[config.mk]
export PLATFORM = sky130hd
export DESIGN_NAME = wp_guard
export DESIGN_NICKNAME = d
export VERILOG_FILES = /design/src/rtl/wp_pkg.sv /design/src/rtl/wp_regs.sv /design/src/rtl/wp_seg_match.sv /design/src/rtl/wp_dev_gate.sv /design/src/rtl/wp_err_seq.sv /design/src/rtl/wp_guard.sv
export SDC_FILE = /design/constraint.sdc
export NUM_CORES = 1
export LEC_CHECK = 0
export BUFFER_PORTS_ARGS = -buffer_cell sky130_fd_sc_hd__buf_2
export CAP_MARGIN = 20
export CORE_MARGIN = 8
export CORE_UTILIZATION = 45
export CTS_CLUSTER_SIZE = 20
export DETAILED_ROUTE_END_ITERATION = 7
export PLACE_DENSITY = 0.62
export SLEW_MARGIN = 20
export SYNTH_ARGS = -nofsm -noshare
export SYNTH_HDL_FRONTEND = slang
export SYNTH_HIERARCHICAL = 1
export SYNTH_SLANG_ARGS = --single-unit
[constraint.sdc]
create_clock -name clk -period 2.9 [get_ports clk]
set_input_delay 0.435 -clock clk [delete_from_list [all_inputs] [get_ports clk]]
set_output_delay 0.435 -clock clk [all_outputs]
set_load 0.02 [all_outputs]
[src/rtl/wp_pkg.sv]
package wp_pkg;
  localparam int NUM_SEG       = 4;
  localparam int CFG_AW        = 5;
  localparam int REG_CTRL      = 0;
  localparam int REG_BOUND0    = 1;
  localparam int REG_ALLOW0    = 9;
  localparam int REG_DEV0      = 16;
  localparam int CTRL_GATE_BIT = 8;

  typedef enum logic [1:0] {
    RSP_IDLE     = 2'd0,
    RSP_ERR_LOW  = 2'd1,
    RSP_ERR_HIGH = 2'd2
  } rsp_state_t;
endpackage

[src/rtl/wp_regs.sv]
module wp_regs
  import wp_pkg::*;
#(
  parameter int ADDR_W      = 32,
  parameter int NUM_MASTERS = 4,
  parameter int NUM_DEV     = 8,
  parameter logic [ADDR_W-1:0] WIN_BASE = 32'h4000_0000,
  parameter logic [ADDR_W-1:0] WIN_LAST = 32'h4FFF_FFFF
) (
  input  logic                                 clk,
  input  logic                                 rst_n,
  input  logic                                 cfg_we,
  input  logic [CFG_AW-1:0]                    cfg_addr,
  input  logic [ADDR_W-1:0]                    cfg_wdata,
  output logic [ADDR_W-1:0]                    cfg_rdata,
  output logic [NUM_SEG-1:0]                   seg_en,
  output logic                                 gate_en,
  output logic [NUM_SEG-1:0][ADDR_W-1:0]       seg_lo,
  output logic [NUM_SEG-1:0][ADDR_W-1:0]       seg_hi,
  output logic [NUM_SEG-1:0][NUM_MASTERS-1:0]  seg_allow,
  output logic [NUM_DEV-1:0][NUM_MASTERS-1:0]  dev_allow
);
  localparam logic [ADDR_W-1:0] CTRL_RW =
    {{(ADDR_W-NUM_SEG){1'b0}}, {NUM_SEG{1'b1}}} | (ADDR_W'(1) << CTRL_GATE_BIT);
  localparam logic [ADDR_W-1:0] MASK_RW =
    {{(ADDR_W-NUM_MASTERS){1'b0}}, {NUM_MASTERS{1'b1}}};

  logic ctrl_ok, bound_ok, mask_ok;

  assign ctrl_ok  = (cfg_wdata & ~CTRL_RW) == '0;
  assign mask_ok  = (cfg_wdata & ~MASK_RW) == '0;
  assign bound_ok = (cfg_wdata[1:0] == 2'b00) &&
                    (cfg_wdata >= WIN_BASE) && (cfg_wdata <= WIN_LAST);

  always_ff @(posedge clk or negedge rst_n) begin
    if (!rst_n) begin
      seg_en    <= '0;
      gate_en   <= 1'b0;
      seg_lo    <= '0;
      seg_hi    <= '0;
      seg_allow <= '0;
      dev_allow <= '0;
    end else if (cfg_we) begin
      if (cfg_addr == CFG_AW'(REG_CTRL) && ctrl_ok) begin
        seg_en  <= cfg_wdata[NUM_SEG-1:0];
        gate_en <= cfg_wdata[CTRL_GATE_BIT];
      end
      for (int s = 0; s < NUM_SEG; s++) begin
        if (cfg_addr == CFG_AW'(REG_BOUND0 + 2*s) && bound_ok)
          seg_lo[s] <= cfg_wdata;
        if (cfg_addr == CFG_AW'(REG_BOUND0 + 2*s + 1) && bound_ok)
          seg_hi[s] <= cfg_wdata;
        if (cfg_addr == CFG_AW'(REG_ALLOW0 + s) && mask_ok)
          seg_allow[s] <= cfg_wdata[NUM_MASTERS-1:0];
      end
      for (int d = 0; d < NUM_DEV; d++) begin
        if (cfg_addr == CFG_AW'(REG_DEV0 + d) && mask_ok)
          dev_allow[d] <= cfg_wdata[NUM_MASTERS-1:0];
      end
    end
  end

  always_comb begin
    cfg_rdata = '0;
    if (cfg_addr == CFG_AW'(REG_CTRL)) begin
      cfg_rdata[NUM_SEG-1:0]   = seg_en;
      cfg_rdata[CTRL_GATE_BIT] = gate_en;
    end
    for (int s = 0; s < NUM_SEG; s++) begin
      if (cfg_addr == CFG_AW'(REG_BOUND0 + 2*s))     cfg_rdata = seg_lo[s];
      if (cfg_addr == CFG_AW'(REG_BOUND0 + 2*s + 1)) cfg_rdata = seg_hi[s];
      if (cfg_addr == CFG_AW'(REG_ALLOW0 + s))
        cfg_rdata[NUM_MASTERS-1:0] = seg_allow[s];
    end
    for (int d = 0; d < NUM_DEV; d++) begin
      if (cfg_addr == CFG_AW'(REG_DEV0 + d))
        cfg_rdata[NUM_MASTERS-1:0] = dev_allow[d];
    end
  end
endmodule

[src/rtl/wp_seg_match.sv]
module wp_seg_match #(
  parameter int ADDR_W      = 32,
  parameter int NUM_MASTERS = 4,
  parameter int MID_W       = 2
) (
  input  logic                   en,
  input  logic [ADDR_W-1:0]      lo,
  input  logic [ADDR_W-1:0]      hi,
  input  logic [NUM_MASTERS-1:0] allow,
  input  logic [ADDR_W-1:0]      addr,
  input  logic [MID_W-1:0]       master,
  output logic                   deny
);
  logic hit;
  logic permitted;

  assign hit = en && (addr >= lo) && (addr <= hi);

  always_comb begin
    permitted = 1'b0;
    for (int m = 0; m < NUM_MASTERS; m++)
      if (master == MID_W'(m)) permitted = allow[m];
  end

  assign deny = hit && !permitted;
endmodule

[src/rtl/wp_dev_gate.sv]
module wp_dev_gate #(
  parameter int ADDR_W      = 32,
  parameter int NUM_MASTERS = 4,
  parameter int MID_W       = 2,
  parameter int NUM_DEV     = 8,
  parameter int DEV_SHIFT   = 12,
  parameter int SELF_DEV    = 7,
  parameter logic [ADDR_W-1:0] PER_BASE = 32'h8000_0000,
  parameter logic [ADDR_W-1:0] PER_LAST = 32'h8000_7FFF
) (
  input  logic                                gate_en,
  input  logic [NUM_DEV-1:0][NUM_MASTERS-1:0] dev_allow,
  input  logic [ADDR_W-1:0]                   addr,
  input  logic [MID_W-1:0]                    master,
  output logic                                deny
);
  localparam logic [ADDR_W-1:0] SPAN = ADDR_W'(1) << DEV_SHIFT;

  logic [NUM_DEV-1:0] dev_deny;

  for (genvar d = 0; d < NUM_DEV; d++) begin : g_dev
    localparam logic [ADDR_W-1:0] DEV_LO = PER_BASE + ADDR_W'(d) * SPAN;
    localparam logic [ADDR_W-1:0] DEV_HI = DEV_LO + SPAN - ADDR_W'(1);
    logic in_dev;
    logic permitted;

    assign in_dev = (addr >= DEV_LO) && (addr <= DEV_HI) && (addr <= PER_LAST);

    always_comb begin
      permitted = 1'b0;
      for (int m = 0; m < NUM_MASTERS; m++)
        if (master == MID_W'(m)) permitted = dev_allow[d][m];
    end

    if (d == SELF_DEV) begin : g_self
      assign dev_deny[d] = 1'b0;
    end else begin : g_other
      assign dev_deny[d] = gate_en && in_dev && !permitted;
    end
  end

  assign deny = |dev_deny;
endmodule

[src/rtl/wp_err_seq.sv]
module wp_err_seq
  import wp_pkg::*;
(
  input  logic clk,
  input  logic rst_n,
  input  logic take_deny,
  output logic idle,
  output logic err_hready,
  output logic err_hresp
);
  rsp_state_t state, state_nx;

  always_comb begin
    state_nx = state;
    case (state)
      RSP_IDLE:     if (take_deny) state_nx = RSP_ERR_LOW;
      RSP_ERR_LOW:  state_nx = RSP_ERR_HIGH;
      RSP_ERR_HIGH: state_nx = RSP_IDLE;
      default:      state_nx = RSP_IDLE;
    endcase
  end

  always_ff @(posedge clk or negedge rst_n) begin
    if (!rst_n) state <= RSP_IDLE;
    else        state <= state_nx;
  end

  assign idle       = (state == RSP_IDLE);
  assign err_hready = (state != RSP_ERR_LOW);
  assign err_hresp  = (state == RSP_ERR_LOW) || (state == RSP_ERR_HIGH);
endmodule

[src/rtl/wp_guard.sv]
module wp_guard
  import wp_pkg::*;
#(
  parameter int ADDR_W      = 32,
  parameter int NUM_MASTERS = 4,
  parameter int NUM_DEV     = 8,
  parameter int DEV_SHIFT   = 12,
  parameter int SELF_DEV    = 7,
  parameter logic [ADDR_W-1:0] WIN_BASE = 32'h4000_0000,
  parameter logic [ADDR_W-1:0] WIN_LAST = 32'h4FFF_FFFF,
  parameter logic [ADDR_W-1:0] PER_BASE = 32'h8000_0000,
  parameter logic [ADDR_W-1:0] PER_LAST = 32'h8000_7FFF,
  localparam int MID_W = (NUM_MASTERS > 1) ? $clog2(NUM_MASTERS) : 1
) (
  input  logic              clk,
  input  logic              rst_n,
  input  logic              req_valid,
  output logic              req_ready,
  input  logic [ADDR_W-1:0] req_addr,
  input  logic              req_write,
  input  logic [MID_W-1:0]  req_master,
  output logic              fwd_valid,
  input  logic              fwd_ready,
  output logic [ADDR_W-1:0] fwd_addr,
  output logic              fwd_write,
  output logic [MID_W-1:0]  fwd_master,
  output logic              err_hready,
  output logic              err_hresp,
  input  logic              cfg_we,
  input  logic [4:0]        cfg_addr,
  input  logic [ADDR_W-1:0] cfg_wdata,
  output logic [ADDR_W-1:0] cfg_rdata
);
  logic [NUM_SEG-1:0]                  seg_en;
  logic                                gate_en;
  logic [NUM_SEG-1:0][ADDR_W-1:0]      seg_lo, seg_hi;
  logic [NUM_SEG-1:0][NUM_MASTERS-1:0] seg_allow;
  logic [NUM_DEV-1:0][NUM_MASTERS-1:0] dev_allow;
  logic [NUM_SEG-1:0]                  seg_deny;
  logic                                dev_deny;
  logic                                refuse;
  logic                                rsp_idle;

  wp_regs #(
    .ADDR_W(ADDR_W), .NUM_MASTERS(NUM_MASTERS), .NUM_DEV(NUM_DEV),
    .WIN_BASE(WIN_BASE), .WIN_LAST(WIN_LAST)
  ) u_regs (
    .clk(clk), .rst_n(rst_n),
    .cfg_we(cfg_we), .cfg_addr(cfg_addr), .cfg_wdata(cfg_wdata),
    .cfg_rdata(cfg_rdata),
    .seg_en(seg_en), .gate_en(gate_en), .seg_lo(seg_lo), .seg_hi(seg_hi),
    .seg_allow(seg_allow), .dev_allow(dev_allow)
  );

  for (genvar s = 0; s < NUM_SEG; s++) begin : g_seg
    wp_seg_match #(
      .ADDR_W(ADDR_W), .NUM_MASTERS(NUM_MASTERS), .MID_W(MID_W)
    ) u_match (
      .en(seg_en[s]), .lo(seg_lo[s]), .hi(seg_hi[s]), .allow(seg_allow[s]),
      .addr(req_addr), .master(req_master), .deny(seg_deny[s])
    );
  end

  wp_dev_gate #(
    .ADDR_W(ADDR_W), .NUM_MASTERS(NUM_MASTERS), .MID_W(MID_W),
    .NUM_DEV(NUM_DEV), .DEV_SHIFT(DEV_SHIFT), .SELF_DEV(SELF_DEV),
    .PER_BASE(PER_BASE), .PER_LAST(PER_LAST)
  ) u_gate (
    .gate_en(gate_en), .dev_allow(dev_allow),
    .addr(req_addr), .master(req_master), .deny(dev_deny)
  );

  // Reads bypass every check; only writes can be refused.
  assign refuse = req_write && ((|seg_deny) || dev_deny);

  wp_err_seq u_err (
    .clk(clk), .rst_n(rst_n),
    .take_deny(req_valid && rsp_idle && refuse),
    .idle(rsp_idle), .err_hready(err_hready), .err_hresp(err_hresp)
  );

  assign req_ready  = rsp_idle && (refuse || fwd_ready);
  assign fwd_valid  = req_valid && rsp_idle && !refuse;
  assign fwd_addr   = req_addr;
  assign fwd_write  = req_write;
  assign fwd_master = req_master;
endmodule

## Word-level counts from Yosys, hierarchy flattened

Index checks and enable logic that the tools add are counted.

| cells by class | value |
|---|---|
| order comparisons | 25 |
| equal/unequal tests | 27 |
| multiplexer cells | 68 |
| reduce and logical (&&, ||, !) cells | 112 |

Operators with widths:

| cell | number |
|---|---|
| 32-bit <= comparator (second input constant) | 8 |
| 32-bit two-way mux | 8 |
| 32-bit >= comparator (second input constant) | 7 |
| 32-bit >= comparator | 4 |
| 32-bit <= comparator | 4 |
| 1-bit logical AND | 68 |
| 32-bit zero test | 2 |
| 4-bit two-way mux | 13 |
| 1-bit two-way mux | 45 |
| 2-bit AND reduction | 21 |
| 5-bit == test (second input constant) | 8 |
| 32-bit by 31-bit >= comparator with 1-bit output (second input constant) | 1 |
| 32-bit by 31-bit <= comparator with 1-bit output (second input constant) | 1 |
| 5-bit by 4-bit == test with 1-bit output (second input constant) | 5 |
| 5-bit by 3-bit == test with 1-bit output (second input constant) | 4 |
| 1-bit zero test | 12 |
| 5-bit by 2-bit == test with 1-bit output (second input constant) | 2 |
| 7-bit OR reduction | 1 |
| 2-bit == test (second input constant) | 3 |
| 2-bit zero test | 3 |
| 5-bit by 1-bit == test with 1-bit output (second input constant) | 1 |
| 5-bit zero test | 1 |
| 2-bit by 1-bit == test with 1-bit output (second input constant) | 2 |
| 2-bit by 1-bit inequality test with 1-bit output (second input constant) | 2 |
| other kinds (4) | 6 |

| storage, ports and cells | value |
|---|---|
| register bits after elaboration | 311 |
| output and inout port bits | 71 |
| word-level logic and storage cells | 255 |

## Depth between registers and ports, before layout

| depth | value |
|---|---|
| word-level depth | 22 |
| mapped depth | 12 |
| depth with buffers taken out | 12 |

## Hierarchy

The synthesis kept the hierarchy.

By module, submodules not included:

| module | instances | cells each | area each (µm²) |
|---|---|---|---|
| wp_regs | 1 | 1093 | 13930.9 |
| wp_seg_match | 4 | 218 | 1614.0 |
| wp_guard | 1 | 44 | 326.6 |
| wp_dev_gate | 1 | 28 | 311.5 |
| wp_err_seq | 1 | 11 | 127.6 |

## Least setup slack after synthesis

OpenSTA, ideal clock, no wires.

| path | value |
|---|---|
| path kind | input to output |
| start | in cfg_addr[0] |
| end | out cfg_rdata[8] |
| arrival time | 2.503 ns |
| setup slack | -0.038 ns |
| stages | 9 |
| cells stage by stage | clkbuf_1 nor2b_1 clkbuf_1 and2_1 clkbuf_1 clkbuf_1 clkbuf_1 a221oi_1 o21ai_0 |

| between the ends | value |
|---|---|
| cells in the longest elaborated chain, start to end | 10 |
| elaborated cells between the ends (all ways) | 18 |

Ends and longest elaborated chain:

| item | RTL line | source |
|---|---|---|
| from (decl) | wp_guard.sv:30 | `input logic [4:0] cfg_addr,` |
| 5-bit zero test | wp_regs.sv:65 | `if (cfg_addr == CFG_AW'(REG_CTRL)) begin` |
| 1-bit two-way mux | wp_regs.sv:65 |  |
| 32-bit two-way mux | wp_regs.sv:70 | `if (cfg_addr == CFG_AW'(REG_BOUND0 + 2*s)) cfg_rdata = seg_lo[s];` |
| 32-bit two-way mux | wp_regs.sv:71 | `if (cfg_addr == CFG_AW'(REG_BOUND0 + 2*s + 1)) cfg_rdata = seg_hi[s];` |
| 32-bit two-way mux | wp_regs.sv:70 |  |
| 32-bit two-way mux | wp_regs.sv:71 |  |
| 32-bit two-way mux | wp_regs.sv:70 |  |
| 32-bit two-way mux | wp_regs.sv:71 |  |
| 32-bit two-way mux | wp_regs.sv:70 |  |
| 32-bit two-way mux * | wp_regs.sv:71 |  |
| to (decl) | wp_guard.sv:32 | `output logic [ADDR_W-1:0] cfg_rdata` |

Mark *: on every way between the ends. The rest lies on a longest branch, timed or not.

## Worst setup path after layout

| path | value |
|---|---|
| start | reg u_regs/seg_lo[73] (netlist bit) |
| end | out fwd_valid |

| between the ends | value |
|---|---|
| cells in the longest elaborated chain, start to end | 9 |

Ends and longest elaborated chain:

| item | RTL line | source |
|---|---|---|
| from (decl) | wp_regs.sv:18 | `output logic [NUM_SEG-1:0][ADDR_W-1:0] seg_lo,` |
| from (signal, indexed assignment) | wp_regs.sv:50 | `seg_lo[s] <= cfg_wdata;` |
| 32-bit >= comparator | wp_seg_match.sv:17 | `assign hit = en && (addr >= lo) && (addr <= hi);` |
| 1-bit logical AND (2 in series) | wp_seg_match.sv:17 |  |
| 1-bit logical AND | wp_seg_match.sv:25 | `assign deny = hit && !permitted;` |
| net seg_deny[2] | wp_guard.sv:39 | `logic [NUM_SEG-1:0] seg_deny;` |
| 4-bit OR reduction | wp_guard.sv:74 | `assign refuse = req_write && ((\|seg_deny) \|\| dev_deny);` |
| 1-bit logical OR | wp_guard.sv:74 |  |
| 1-bit logical AND | wp_guard.sv:74 |  |
| 1-bit zero test | wp_guard.sv:83 | `assign fwd_valid = req_valid && rsp_idle && !refuse;` |
| 1-bit logical AND | wp_guard.sv:83 |  |
| to (decl) | wp_guard.sv:22 | `output logic fwd_valid,` |

The timed path passes the listed nets, and every way through them passes these cells.

==> out/metrics.yaml <==
logic_synthesis:
  async_flop_share_pct: 100
  synth_top_area_cell: "dfrtp_1"
  synth_top_area_share_pct: 36.8
  synth-edff-count: 0
  syn-cell-area_mm2: 0.0212
  yosysSeqAreaShare_pct: 36.8
  yosysUniqueCellTypes: 70
  ys.flop_type: "dfrtp_1"
  netlist_instances: 2048
  yosysWarnings: 6
  syn_avg_cell_area_um2: 10.3
  synthTopCellsByArea: "dfrtp_1 37%, ha_1 15%, mux2_2 14%"
  synth_seq_cells: 311
  syn_nets: 2384
power_and_ir_drop:
  power.leakage_nw: 13.1
  peakVddDrop_v: 0.000413
  clkPwrFrac_pct: 45.4
  pwr-share-comb_pct: 13.6
  powerDensity_mw_per_mm2: 394
  internal_power_w: 0.00787
  switchingPower_w: 0.00282
  p_sw_share_pct: 26.4
  power_frac_seq_pct: 41.0
routing:
  drt_iter0_drc: 1570
  drc: 0
  antenna_left: 0
  via_count: 18600
  wl_per_cell_um: 24.5
  wl_um: 77200
  first_pass_iters: 5
  viasPerCell: 5.91
sta:
  fin_crit_sh_pct: 121
  rsz0062_at_grt: "yes"
  worst_pin_slew_ns: 0.603
  final_hold_viol_count: 0
  post-route-min-period_ns: 3.52
  fin_worst_skew_ns: 0.0193
  fin_hold_ws_ns: 0.264
  setup_violations: 5
  max_freq_ghz: 0.284
  relSlewSlack_pct: 59.4
  drv_slew: 0
  setup_ws_ns: -0.620
run_status:
  status: "complete, but fails checks"
  violations: "negative setup slack"
die:
  rows: 79
  core_mm2: 0.0465
  dieHeight_um: 233
  die-area_mm2: 0.0542
  fp.dieW_um: 233
  initial_core_util_pct: 45.5
  io-pin-count: 148
cts:
  clk_pin_slew_ns: 0.06
  cts_htree_levels: 2
  cts_tree: "built"
  clk_path_buf_depth: 3
  cts_sinks: 311
  cts_root_buf: "clkbuf_16"
  insertion_delay_ns: 0.57
  numCtsBuffers: 39
finish:
  area_growth_pct: 28.4
  drive_above_1_share_pct: 38.8
  final_util_pct: 58.4
  fin_nets: 2847
setup_path:
  r2r_slack_ns: -0.05
  worstSetupPathType: "reg -> out"
  critical_path.most_common_cell: "a21o_1"
  crit_path_max_fanout: 3
  required_ns: 2.47
  cpPeakStageDelay_ns: 0.36
  path_delay_family: "compound AO/OA/AOI/OAI gates"
  crit_arrival_ns: 3.08
  cp-start-kind: "flop"
  critPathCaptureType: "output port"
  crit_chain: "inv_1 > ha_1 > a21o_1 > a21o_1 > a21oi_1 > o21ai_1 > o21ai_2 > a32oi_2 > nor3_4 > a41o_1 > buf_6"
  worst_path_max_delay_cell: "dfrtp_1"
  critPathBufInv: 2
placed_design:
  numPortBuffers: 147
  hpwl_um: 57900
  gp_congestion: 0.960
hold_path:
  min_path_type: "in -> reg"
global_routing:
  grt_max_degree: 87
  grt_pass1_vias: 19400
  gr-total-overflow: 0
  antenna_found_initial: 2
  grt.total_usage_pct: 28.2
  grt_pass1_wl_um: 117000
run:
  max_cap_violations: 0
## path summary, 6_finish.rpt
path                                          startpoint                               to  cells after the start
max                        u_regs/seg_lo[73]$_DFFE_PN0P_                        fwd_valid                     11
min                                        cfg_wdata[23]    u_regs/seg_hi[87]$_DFFE_PN0P_                      2
max reg2reg                u_regs/seg_lo[71]$_DFFE_PN0P_       u_err/state[1]$_DFFE_PN0P_                     12
min reg2reg                u_regs/seg_hi[30]$_DFFE_PN0P_    u_regs/seg_hi[30]$_DFFE_PN0P_                      1
max in group asynchronous                          rst_n    u_regs/seg_hi[85]$_DFFE_PN0P_                      3
min in group asynchronous                          rst_n  u_regs/dev_allow[6]$_DFFE_PN0P_                      2
## sequential cells by signal (all words and copies together), names as in the netlist
name              flops
u_regs/seg_lo       128
u_regs/seg_hi       128
u_regs/seg_allow     16
u_regs/gate_en        1
u_regs/dev_allow     32
u_err/state           2
u_regs/seg_en         4
## cells in the final DEF (no fill, tap or decap), types with 43 or more instances in the layout
cell type	instances
nor2_1	52
a21oi_1	76
inv_1	261
ha_1	249
mux2_2	264
a22oi_1	58
dfrtp_1	311
nand3_1	43
buf_4	377
and2_1	43
a21o_1	72
buf_2	141
nand4_1	54
## layer usage
layer | routed length [um] | GRT usage, %
met4 | 3580 | 12.7
met2 | 36500 | 46.7
met1 | 32000 | 36.1
met3 | 5190 | 4.43
met5 | 12 | 0
## power by group through the flow
stage | Combinational (W) | Sequential, W | Clock (W)
after CTS | 0.00141 | 0.00438 | 0.00495
after global placement | 0.00134 | 0.00446 | 0
after global routing | 0.00158 | 0.00438 | 0.00513
final | 0.00145 | 0.00438 | 0.00486
after detailed placement | 0.00137 | 0.00446 | 0
after floorplan | 0.000643 | 0.00446 | 0
## Yosys cell counts (all sizes together) (10+ instances only)
cell and n:
a22oi 58, a31oi 21, a21oi 84, a222oi 10, a211oi 12, nand2 34, nor2 55, nand2b 21
ha 259, mux2 265, o21ai 42, mux4 12, clkbuf 64, a221oi 22, nor2b 25, inv 269
and2 45, nand3b 11, nor4 21, buf 60, dfrtp 311, a21o 72, nand4 54, nor3 18
o21a 10, nand3 44
## area by class of cell
class / count / area [um2]
diodes: 1 / 2.50
clock buffers: 60 / 1200
clock inverters: 9 / 77.6
fillers: 4003 / 19300
inverters: 269 / 1010
multi-input cells: 1344 / 12300
flip-flops and latches: 311 / 7780
well taps: 607 / 759
repair buffers: 546 / 4020
## cell families after synthesis
group,synth area share (%)
AND/OR/NAND/NOR,10.1
multiplexers,15.9
buffers and inverters,7.74
adder cells (fa/ha/maj),15.3
flip-flops,36.8
AO/OA/AOI/OAI,14.2
## repair_timing
item,4_1_cts,5_1_grt
setup buffers,8,10
setup endpoints to repair,14,20
pin swaps,33,31
hold buffers,1,0
gates resized for setup,61,58
hold endpoints to repair,53,0
## stage by stage
| step | cell area, um2 | setup WS (ns) | cells | power (W) | TNS, ns |
|---|---|---|---|---|---|
| global route | 27100 | -0.692 | 3146 | 0.0111 | -1.65 |
| global placement | 25200 | -0.436 | 3061 | 0.00580 | -1.66 |
| CTS | 26800 | -0.591 | 3137 | 0.0108 | -1.24 |
| floorplan | 21200 | 0.0380 | 2048 | 0.00510 | 0 |
| finish | 27200 | -0.620 | 3147 | 0.0107 | -1.24 |
| detailed placement | 25200 | -0.475 | 3061 | 0.00583 | -1.81 |
Power figures use the tool's default switching activity.
